File: src/rtl/trim_pkg.sv
package trim_pkg;
    localparam int DEF_CHANNELS = 12;
    localparam int DEF_VAL_W    = 8;
    localparam int DEF_ADDR_W   = 4;
    localparam int DEF_SYNC     = 2;

    // index of each pin inside the synchronized bus
    localparam int PIN_SCLK = 0;
    localparam int PIN_CSN  = 1;
    localparam int PIN_SDIN = 2;
    localparam int PIN_SHDN = 3;
    localparam int PIN_COUNT = 4;
endpackage

File: src/rtl/sync_bus.sv
module sync_bus #(
    parameter int W      = 4,
    parameter int STAGES = 2,
    parameter logic [W-1:0] RST_VAL = '0
) (
    input  logic         clk,
    input  logic         rst_n,
    input  logic [W-1:0] async_i,
    output logic [W-1:0] level_o
);
    typedef struct packed {
        logic [STAGES-1:0][W-1:0] chain;
    } sync_state_t;

    sync_state_t st_d, st_q;

    always_comb begin
        st_d = st_q;
        st_d.chain[0] = async_i;
        for (int s = 1; s < STAGES; s++) begin
            st_d.chain[s] = st_q.chain[s-1];
        end
    end

    always_ff @(posedge clk or negedge rst_n) begin
        if (!rst_n) begin
            st_q <= {STAGES{RST_VAL}};
        end else begin
            st_q <= st_d;
        end
    end

    assign level_o = st_q.chain[STAGES-1];
endmodule

File: src/rtl/edge_rise.sv
module edge_rise #(
    parameter logic RST_VAL = 1'b0
) (
    input  logic clk,
    input  logic rst_n,
    input  logic level_i,
    output logic rise_o
);
    logic prev_d, prev_q;

    always_comb begin
        prev_d = level_i;
    end

    always_ff @(posedge clk or negedge rst_n) begin
        if (!rst_n) begin
            prev_q <= RST_VAL;
        end else begin
            prev_q <= prev_d;
        end
    end

    assign rise_o = level_i & ~prev_q;
endmodule

File: src/rtl/frame_shifter.sv
module frame_shifter #(
    parameter int FW = 12
) (
    input  logic          clk,
    input  logic          rst_n,
    input  logic          sclk_rise_i,
    input  logic          sel_n_i,
    input  logic          din_i,
    output logic [FW-1:0] frame_o
);
    typedef struct packed {
        logic [FW-1:0] sr;
    } shift_state_t;

    shift_state_t st_d, st_q;
    logic shift_en;

    assign shift_en = sclk_rise_i & ~sel_n_i;

    always_comb begin
        st_d = st_q;
        if (shift_en) begin
            st_d.sr = {st_q.sr[FW-2:0], din_i};
        end
    end

    always_ff @(posedge clk or negedge rst_n) begin
        if (!rst_n) begin
            st_q <= '0;
        end else begin
            st_q <= st_d;
        end
    end

    assign frame_o = st_q.sr;

    // with select inactive the shift register holds
    p_idle_hold_r1: assert property (@(posedge clk) disable iff (!rst_n)
        sel_n_i |=> $stable(frame_o));

    // a qualified edge appends the data bit at the LSB end
    p_shift_in_r2: assert property (@(posedge clk) disable iff (!rst_n)
        (sclk_rise_i && !sel_n_i) |=> (frame_o[0] == $past(din_i)) &&
                                      (frame_o[FW-1:1] == $past(frame_o[FW-2:0])));
endmodule

File: src/rtl/chan_bank.sv
module chan_bank #(
    parameter int NCH    = 12,
    parameter int VAL_W  = 8,
    parameter int ADDR_W = 4,
    localparam int FW    = ADDR_W + VAL_W,
    localparam logic [VAL_W-1:0] MID = VAL_W'(1) << (VAL_W-1)
) (
    input  logic                      clk,
    input  logic                      rst_n,
    input  logic                      commit_i,
    input  logic [FW-1:0]             frame_i,
    output logic [NCH-1:0][VAL_W-1:0] bank_o
);
    typedef struct packed {
        logic [NCH-1:0][VAL_W-1:0] regs;
    } bank_state_t;

    bank_state_t st_d, st_q;
    logic [ADDR_W-1:0] addr;
    logic [VAL_W-1:0]  value;
    logic [NCH-1:0]    hit;

    assign addr  = frame_i[FW-1 -: ADDR_W];
    assign value = frame_i[VAL_W-1:0];

    for (genvar k = 0; k < NCH; k++) begin : g_dec
        assign hit[k] = commit_i && (addr == ADDR_W'(k));
    end

    always_comb begin
        st_d = st_q;
        for (int k = 0; k < NCH; k++) begin
            if (hit[k]) begin
                st_d.regs[k] = value;
            end
        end
    end

    always_ff @(posedge clk or negedge rst_n) begin
        if (!rst_n) begin
            st_q.regs <= {NCH{MID}};
        end else begin
            st_q <= st_d;
        end
    end

    assign bank_o = st_q.regs;

    // nothing changes without a commit strobe
    p_hold_idle_r5: assert property (@(posedge clk) disable iff (!rst_n)
        !commit_i |=> $stable(bank_o));

    // out-of-range codes leave every channel untouched
    p_bad_addr_r7: assert property (@(posedge clk) disable iff (!rst_n)
        (commit_i && (int'(addr) >= NCH)) |=> $stable(bank_o));

    // a valid commit lands the value in the addressed channel
    p_write_r4: assert property (@(posedge clk) disable iff (!rst_n)
        (commit_i && (int'(addr) < NCH)) |=> bank_o[$past(addr)] == $past(value));
endmodule

File: src/rtl/serial_trim_bank.sv
module serial_trim_bank #(
    parameter int NCH    = trim_pkg::DEF_CHANNELS,
    parameter int VAL_W  = trim_pkg::DEF_VAL_W,
    parameter int ADDR_W = trim_pkg::DEF_ADDR_W,
    parameter int SYNC   = trim_pkg::DEF_SYNC
) (
    input  logic                 clk,
    input  logic                 rst_n,
    input  logic                 sclk_i,
    input  logic                 csn_i,
    input  logic                 sdin_i,
    input  logic                 shdn_i,
    output logic [NCH*VAL_W-1:0] chan_val_o,
    output logic                 out_open_o
);
    import trim_pkg::*;

    localparam int FW = ADDR_W + VAL_W;
    localparam logic [PIN_COUNT-1:0] PIN_RST = 4'b0011;

    logic [PIN_COUNT-1:0]       pins_raw, pins_sync;
    logic                       sclk_rise, csn_rise;
    logic [FW-1:0]              frame;
    logic [NCH-1:0][VAL_W-1:0]  bank;

    assign pins_raw = {shdn_i, sdin_i, csn_i, sclk_i};

    sync_bus #(.W(PIN_COUNT), .STAGES(SYNC), .RST_VAL(PIN_RST)) u_sync (
        .clk     (clk),
        .rst_n   (rst_n),
        .async_i (pins_raw),
        .level_o (pins_sync)
    );

    edge_rise #(.RST_VAL(1'b1)) u_sclk_edge (
        .clk     (clk),
        .rst_n   (rst_n),
        .level_i (pins_sync[PIN_SCLK]),
        .rise_o  (sclk_rise)
    );

    edge_rise #(.RST_VAL(1'b1)) u_csn_edge (
        .clk     (clk),
        .rst_n   (rst_n),
        .level_i (pins_sync[PIN_CSN]),
        .rise_o  (csn_rise)
    );

    frame_shifter #(.FW(FW)) u_shift (
        .clk         (clk),
        .rst_n       (rst_n),
        .sclk_rise_i (sclk_rise),
        .sel_n_i     (pins_sync[PIN_CSN]),
        .din_i       (pins_sync[PIN_SDIN]),
        .frame_o     (frame)
    );

    chan_bank #(.NCH(NCH), .VAL_W(VAL_W), .ADDR_W(ADDR_W)) u_bank (
        .clk      (clk),
        .rst_n    (rst_n),
        .commit_i (csn_rise),
        .frame_i  (frame),
        .bank_o   (bank)
    );

    assign chan_val_o = bank;
    assign out_open_o = pins_sync[PIN_SHDN];

    // the shutdown flag never disturbs stored channel values
    p_shdn_keep_r8: assert property (@(posedge clk) disable iff (!rst_n)
        (out_open_o && !csn_rise) |=> $stable(chan_val_o));
endmodule

File: config.mk
export PLATFORM = sky130hd
export DESIGN_NAME = serial_trim_bank
export DESIGN_NICKNAME = d
export VERILOG_FILES = /design/src/rtl/trim_pkg.sv /design/src/rtl/sync_bus.sv /design/src/rtl/edge_rise.sv /design/src/rtl/frame_shifter.sv /design/src/rtl/chan_bank.sv /design/src/rtl/serial_trim_bank.sv
export SDC_FILE = /design/constraint.sdc
export NUM_CORES = 1
export LEC_CHECK = 0
export CELL_PAD_IN_SITES_DETAIL_PLACEMENT = 0
export CELL_PAD_IN_SITES_GLOBAL_PLACEMENT = 1
export CORE_MARGIN = 5
export CORE_UTILIZATION = 45
export CTS_BUF_LIST = sky130_fd_sc_hd__clkbuf_8
export CTS_CLUSTER_DIAMETER = 40
export DETAILED_ROUTE_END_ITERATION = 8
export DONT_BUFFER_PORTS = 1
export GPL_TIMING_DRIVEN = 1
export PLACE_DENSITY = 0.76
export SETUP_SLACK_MARGIN = 0.02
export SYNTH_ARGS = -nofsm -noshare
export SYNTH_HDL_FRONTEND = slang
export SYNTH_SLANG_ARGS = --single-unit
File: constraint.sdc
create_clock -name clk -period 2.15 [get_ports clk]
set_clock_uncertainty 0.15 [all_clocks]
set_input_delay 0.1075 -clock clk [delete_from_list [all_inputs] [get_ports clk]]
set_output_delay 0.1075 -clock clk [all_outputs]
set_load 0.005 [all_outputs]
==> key figures <==
Run status
  – Outcome: finished, violations left
  – Failing checks: negative hold slack

Power
  – Switching share of power: 0.249
  – VDD IR max: 0.524 mV
  – Clock Power Share: 0.424
  – Share of power burned in registers: 0.524
  – Cell Pwr Density: 1080 nW/um2
  – Switching power: 1370 uW
  – Pleak: 0.00252 uW
  – Internal cell power: 4120 uW
  – Combinational group share of total power: 0.052

Cells and area
  – N_diodes: 0
  – Final nets: 277
  – Filler instances: 795
  – Synth-to-Final Area Change: 14.7%
  – Final std cells w/o fill: 417
  – Seq. cell area: 2980 um2
  – Layout cell share with drive strength beyond 1: 0.585
  – Design Area, Final: 5080 um2
  – Footprint of the multi-input gates: 1410 um2

Floorplanning
  – Die area: 11,900 um2
  – Initial Utilization: 0.457
  – Core Area: 9680 um2
  – Core Rows: 36
  – Chip height: 109 um
  – Io pins: 103
  – Die X: 109 um

Logic synthesis
  – Synth top cells by count: mux2_2, dfrtp_1, dfstp_2
  – Simple-Gate Fraction of Synth Area: 0.0444
  – Synth Net Count: 262
  – Syn Area/Cell: 17.3 um2
  – Post-synth top area cell: dfrtp_1
  – Register area share after synthesis: 0.672
  – Seq cells post-synth: 118
  – Main synth FF type: dfrtp_1
  – Adder-cell share of the synthesized area: 0
  – Post-Syn Area: 4430 um2
  – Mapped Cells: 256
  – Compound-Gate Fraction of Synth Area: 0
  – Synth cell types: 15
  – EDFF count, synth: 0
  – Post-synth top area share: 0.565
  – Mux contribution to synthesized area: 0.275
  – YS warnings: 0
  – Largest family of logic cells by synthesized area: multiplexers
  – Top-count cell post-synth: mux2_2
  – Xor and xnor area share after synthesis: 0
  – Synth top area cells: dfrtp_1, mux2_2, dfstp_2, nand2_2, mux2_1
  – Ys async rst share: 1.00

Timing
  – Max Fclk: 0.535 GHz
  – Least-Margin Pin Slew: 0.621 ns
  – Count of final max-slew check failures: 0
  – Setup violations, final: 0
  – WHS: -0.763 ns
  – RSZ-0062 raised after global routing: false
  – Tcrit/Tclk final: 0.870
  – Min Clock Period, post-route: 1.87 ns
  – Setup TNS Final: 0 ns
  – Hold violation total from the final report: 118
  – Max-Slew Margin vs Limit: 0.586

Worst setup path
  – Critical Path, Cell by Cell: nand4b_4 > nor3b_4 > mux2_2
  – CP bufs+invs: 0
  – Data required, critical path: 2.29 ns
  – Endpoint type of the worst setup path: flip-flop
  – CP Class: flip-flop to flip-flop
  – CP peak stage delay: 0.60 ns
  – Worst EP arrival: 2.01 ns
  – CP max FO: 8
  – Critical Path Start Type: flip-flop
  – Delay-heaviest family, CP: simple AND/OR/NAND/NOR gates
  – Slowest cell on the critical path: dfstp_2

Global route
  – Met2 Use GR: 0.254
  – Gr usage total: 0.163
  – Met1 global-route usage: 0.199
  – Grt met3 use: 0.0776
  – First-pass GRT wire length: 14.0 mm
  – Initial antenna violation count: 0
  – Most used routing layer: met2
  – Largest net degree at the start of global routing: 119
  – Total gr overflow: 0
  – Vias in the first global route: 2,345

CTS
  – Total CTS buffers: 17
  – Clock sink count: 118
  – H-tree level count: 4
  – CTS tree: yes
  – Post_cts resized: 0
  – Clk_lat worst skew: 0.41 ns
  – Clk slew on worst S/H paths: 0.06 ns
  – Clk root buf: clkbuf_8
  – Clock tree buffer depth: 2
  – Post-CTS setup buffer count: 0
  – Hold-fix buffers, CTS: 4

Placed design
  – Hpwl dp: 5.74 mm
  – Cell Area, Placed: 4570 um2
  – Buffers on Ports: 0
  – RD Place Congestion: 0.685
  – Inst Count DP: 381

Worst hold path
  – Min-delay worst type: input port to async pin

Routing
  – Pre-antenna DRT Iters: 4
  – Initial DRC count: 78
  – Routed WL: 9.19 mm
  – Drt drc: 0
  – Vias per Instance: 5.15
  – Via count: 2,149
  – DR WL/cell: 22.0 um
  – ANT nets after route: 0

Flow run
  – Max cap viols: 0
[layout make-up]
cell class | count | area share
Timing Repair Buffer | 6 | 0.0108
Tap cell | 133 | 0.0328
Multi-Input combinational cell | 128 | 0.278
Clock buffer | 21 | 0.0569
Sequential cell | 118 | 0.586
Clock inverter | 11 | 0.0352
[power groups by stage]
stage	Clock (uW)	Sequential (uW)	Combinational (uW)
4_1_cts	2390	2900	287
2_1_floorplan	0	2610	367
3_5_place_dp	0	2940	280
6_report	2330	2880	283
5_1_grt	2490	2930	311
3_3_place_gp	0	2930	267
[path summary, 6_finish.rpt]
kind | from | endpoint | slack (ns) | depth (start not counted)
hold / removal | rst_n | u_bank.bank_o[94] | -0.76 | 0
min in group clk | shdn_i | u_sync.st_d[7] | 0.09 | 1
setup reg to reg | u_sync.level_o[1] | u_bank.bank_o[61] | 0.28 | 3
setup / recovery | u_sync.level_o[1] | u_bank.bank_o[61] | 0.28 | 3
hold reg to reg | u_sync.st_d[6] | u_sync.level_o[2] | 0.20 | 0
max in group asynchronous | rst_n | u_csn_edge.prev_q | 2.36 | 0
[stage by stage]
| step | util | total power [uW] | setup slack [ns] |
|---|---|---|---|
| after floorplan | - | 2980 | 0.450 |
| after global placement | 0.472 | 3200 | 0.342 |
| after detailed placement | 0.472 | 3220 | 0.290 |
| after CTS | 0.524 | 5580 | 0.274 |
| after global routing | 0.524 | 5730 | 0.214 |
| final | 0.524 | 5490 | 0.280 |
[cells in the final DEF (no fill, tap or decap)]
| cell type | count |
|---|---|
| inv_1 | 3 |
| mux2_2 | 104 |
| and4bb_1 | 2 |
| nor4b_4 | 1 |
| mux2_1 | 4 |
| dlygate4sd3_1 | 4 |
| bufinv_16 | 5 |
| nand2_2 | 9 |
| nor2_1 | 1 |
| clkinvlp_4 | 1 |
| clkbuf_8 | 21 |
| nand4b_4 | 1 |
| dfrtp_1 | 100 |
| dfstp_2 | 18 |
| nor3b_1 | 1 |
| nor2b_1 | 2 |
| buf_4 | 2 |
| nand2b_1 | 1 |
| clkinv_2 | 2 |
| nor3b_4 | 2 |
[layer usage]
layer  vias to the layer above  part of all wire
met5                         -                 0
met4                         0             0.013
met3                        11             0.088
met2                        68              0.48
met1                      1134              0.41
li1                        936                 -
[logic make-up (layout without fill, tap and decap cells)]
kind of cell           count (synthesis)  after routing
buffers and inverters                 10             38
muxes                                108            108
DFF                                  118            118
and+or+nand+nor                       20             20
[sequential cells by signal, indices dropped and copies added, names as in the netlist]
register and count:
u_sync.level_o 4, u_sclk_edge.prev_q 1, u_csn_edge.prev_q 1, u_bank.bank_o 96, u_sync.st_d 4, u_shift.frame_o 12
Note: power is estimated with default switching activity, not from simulation.
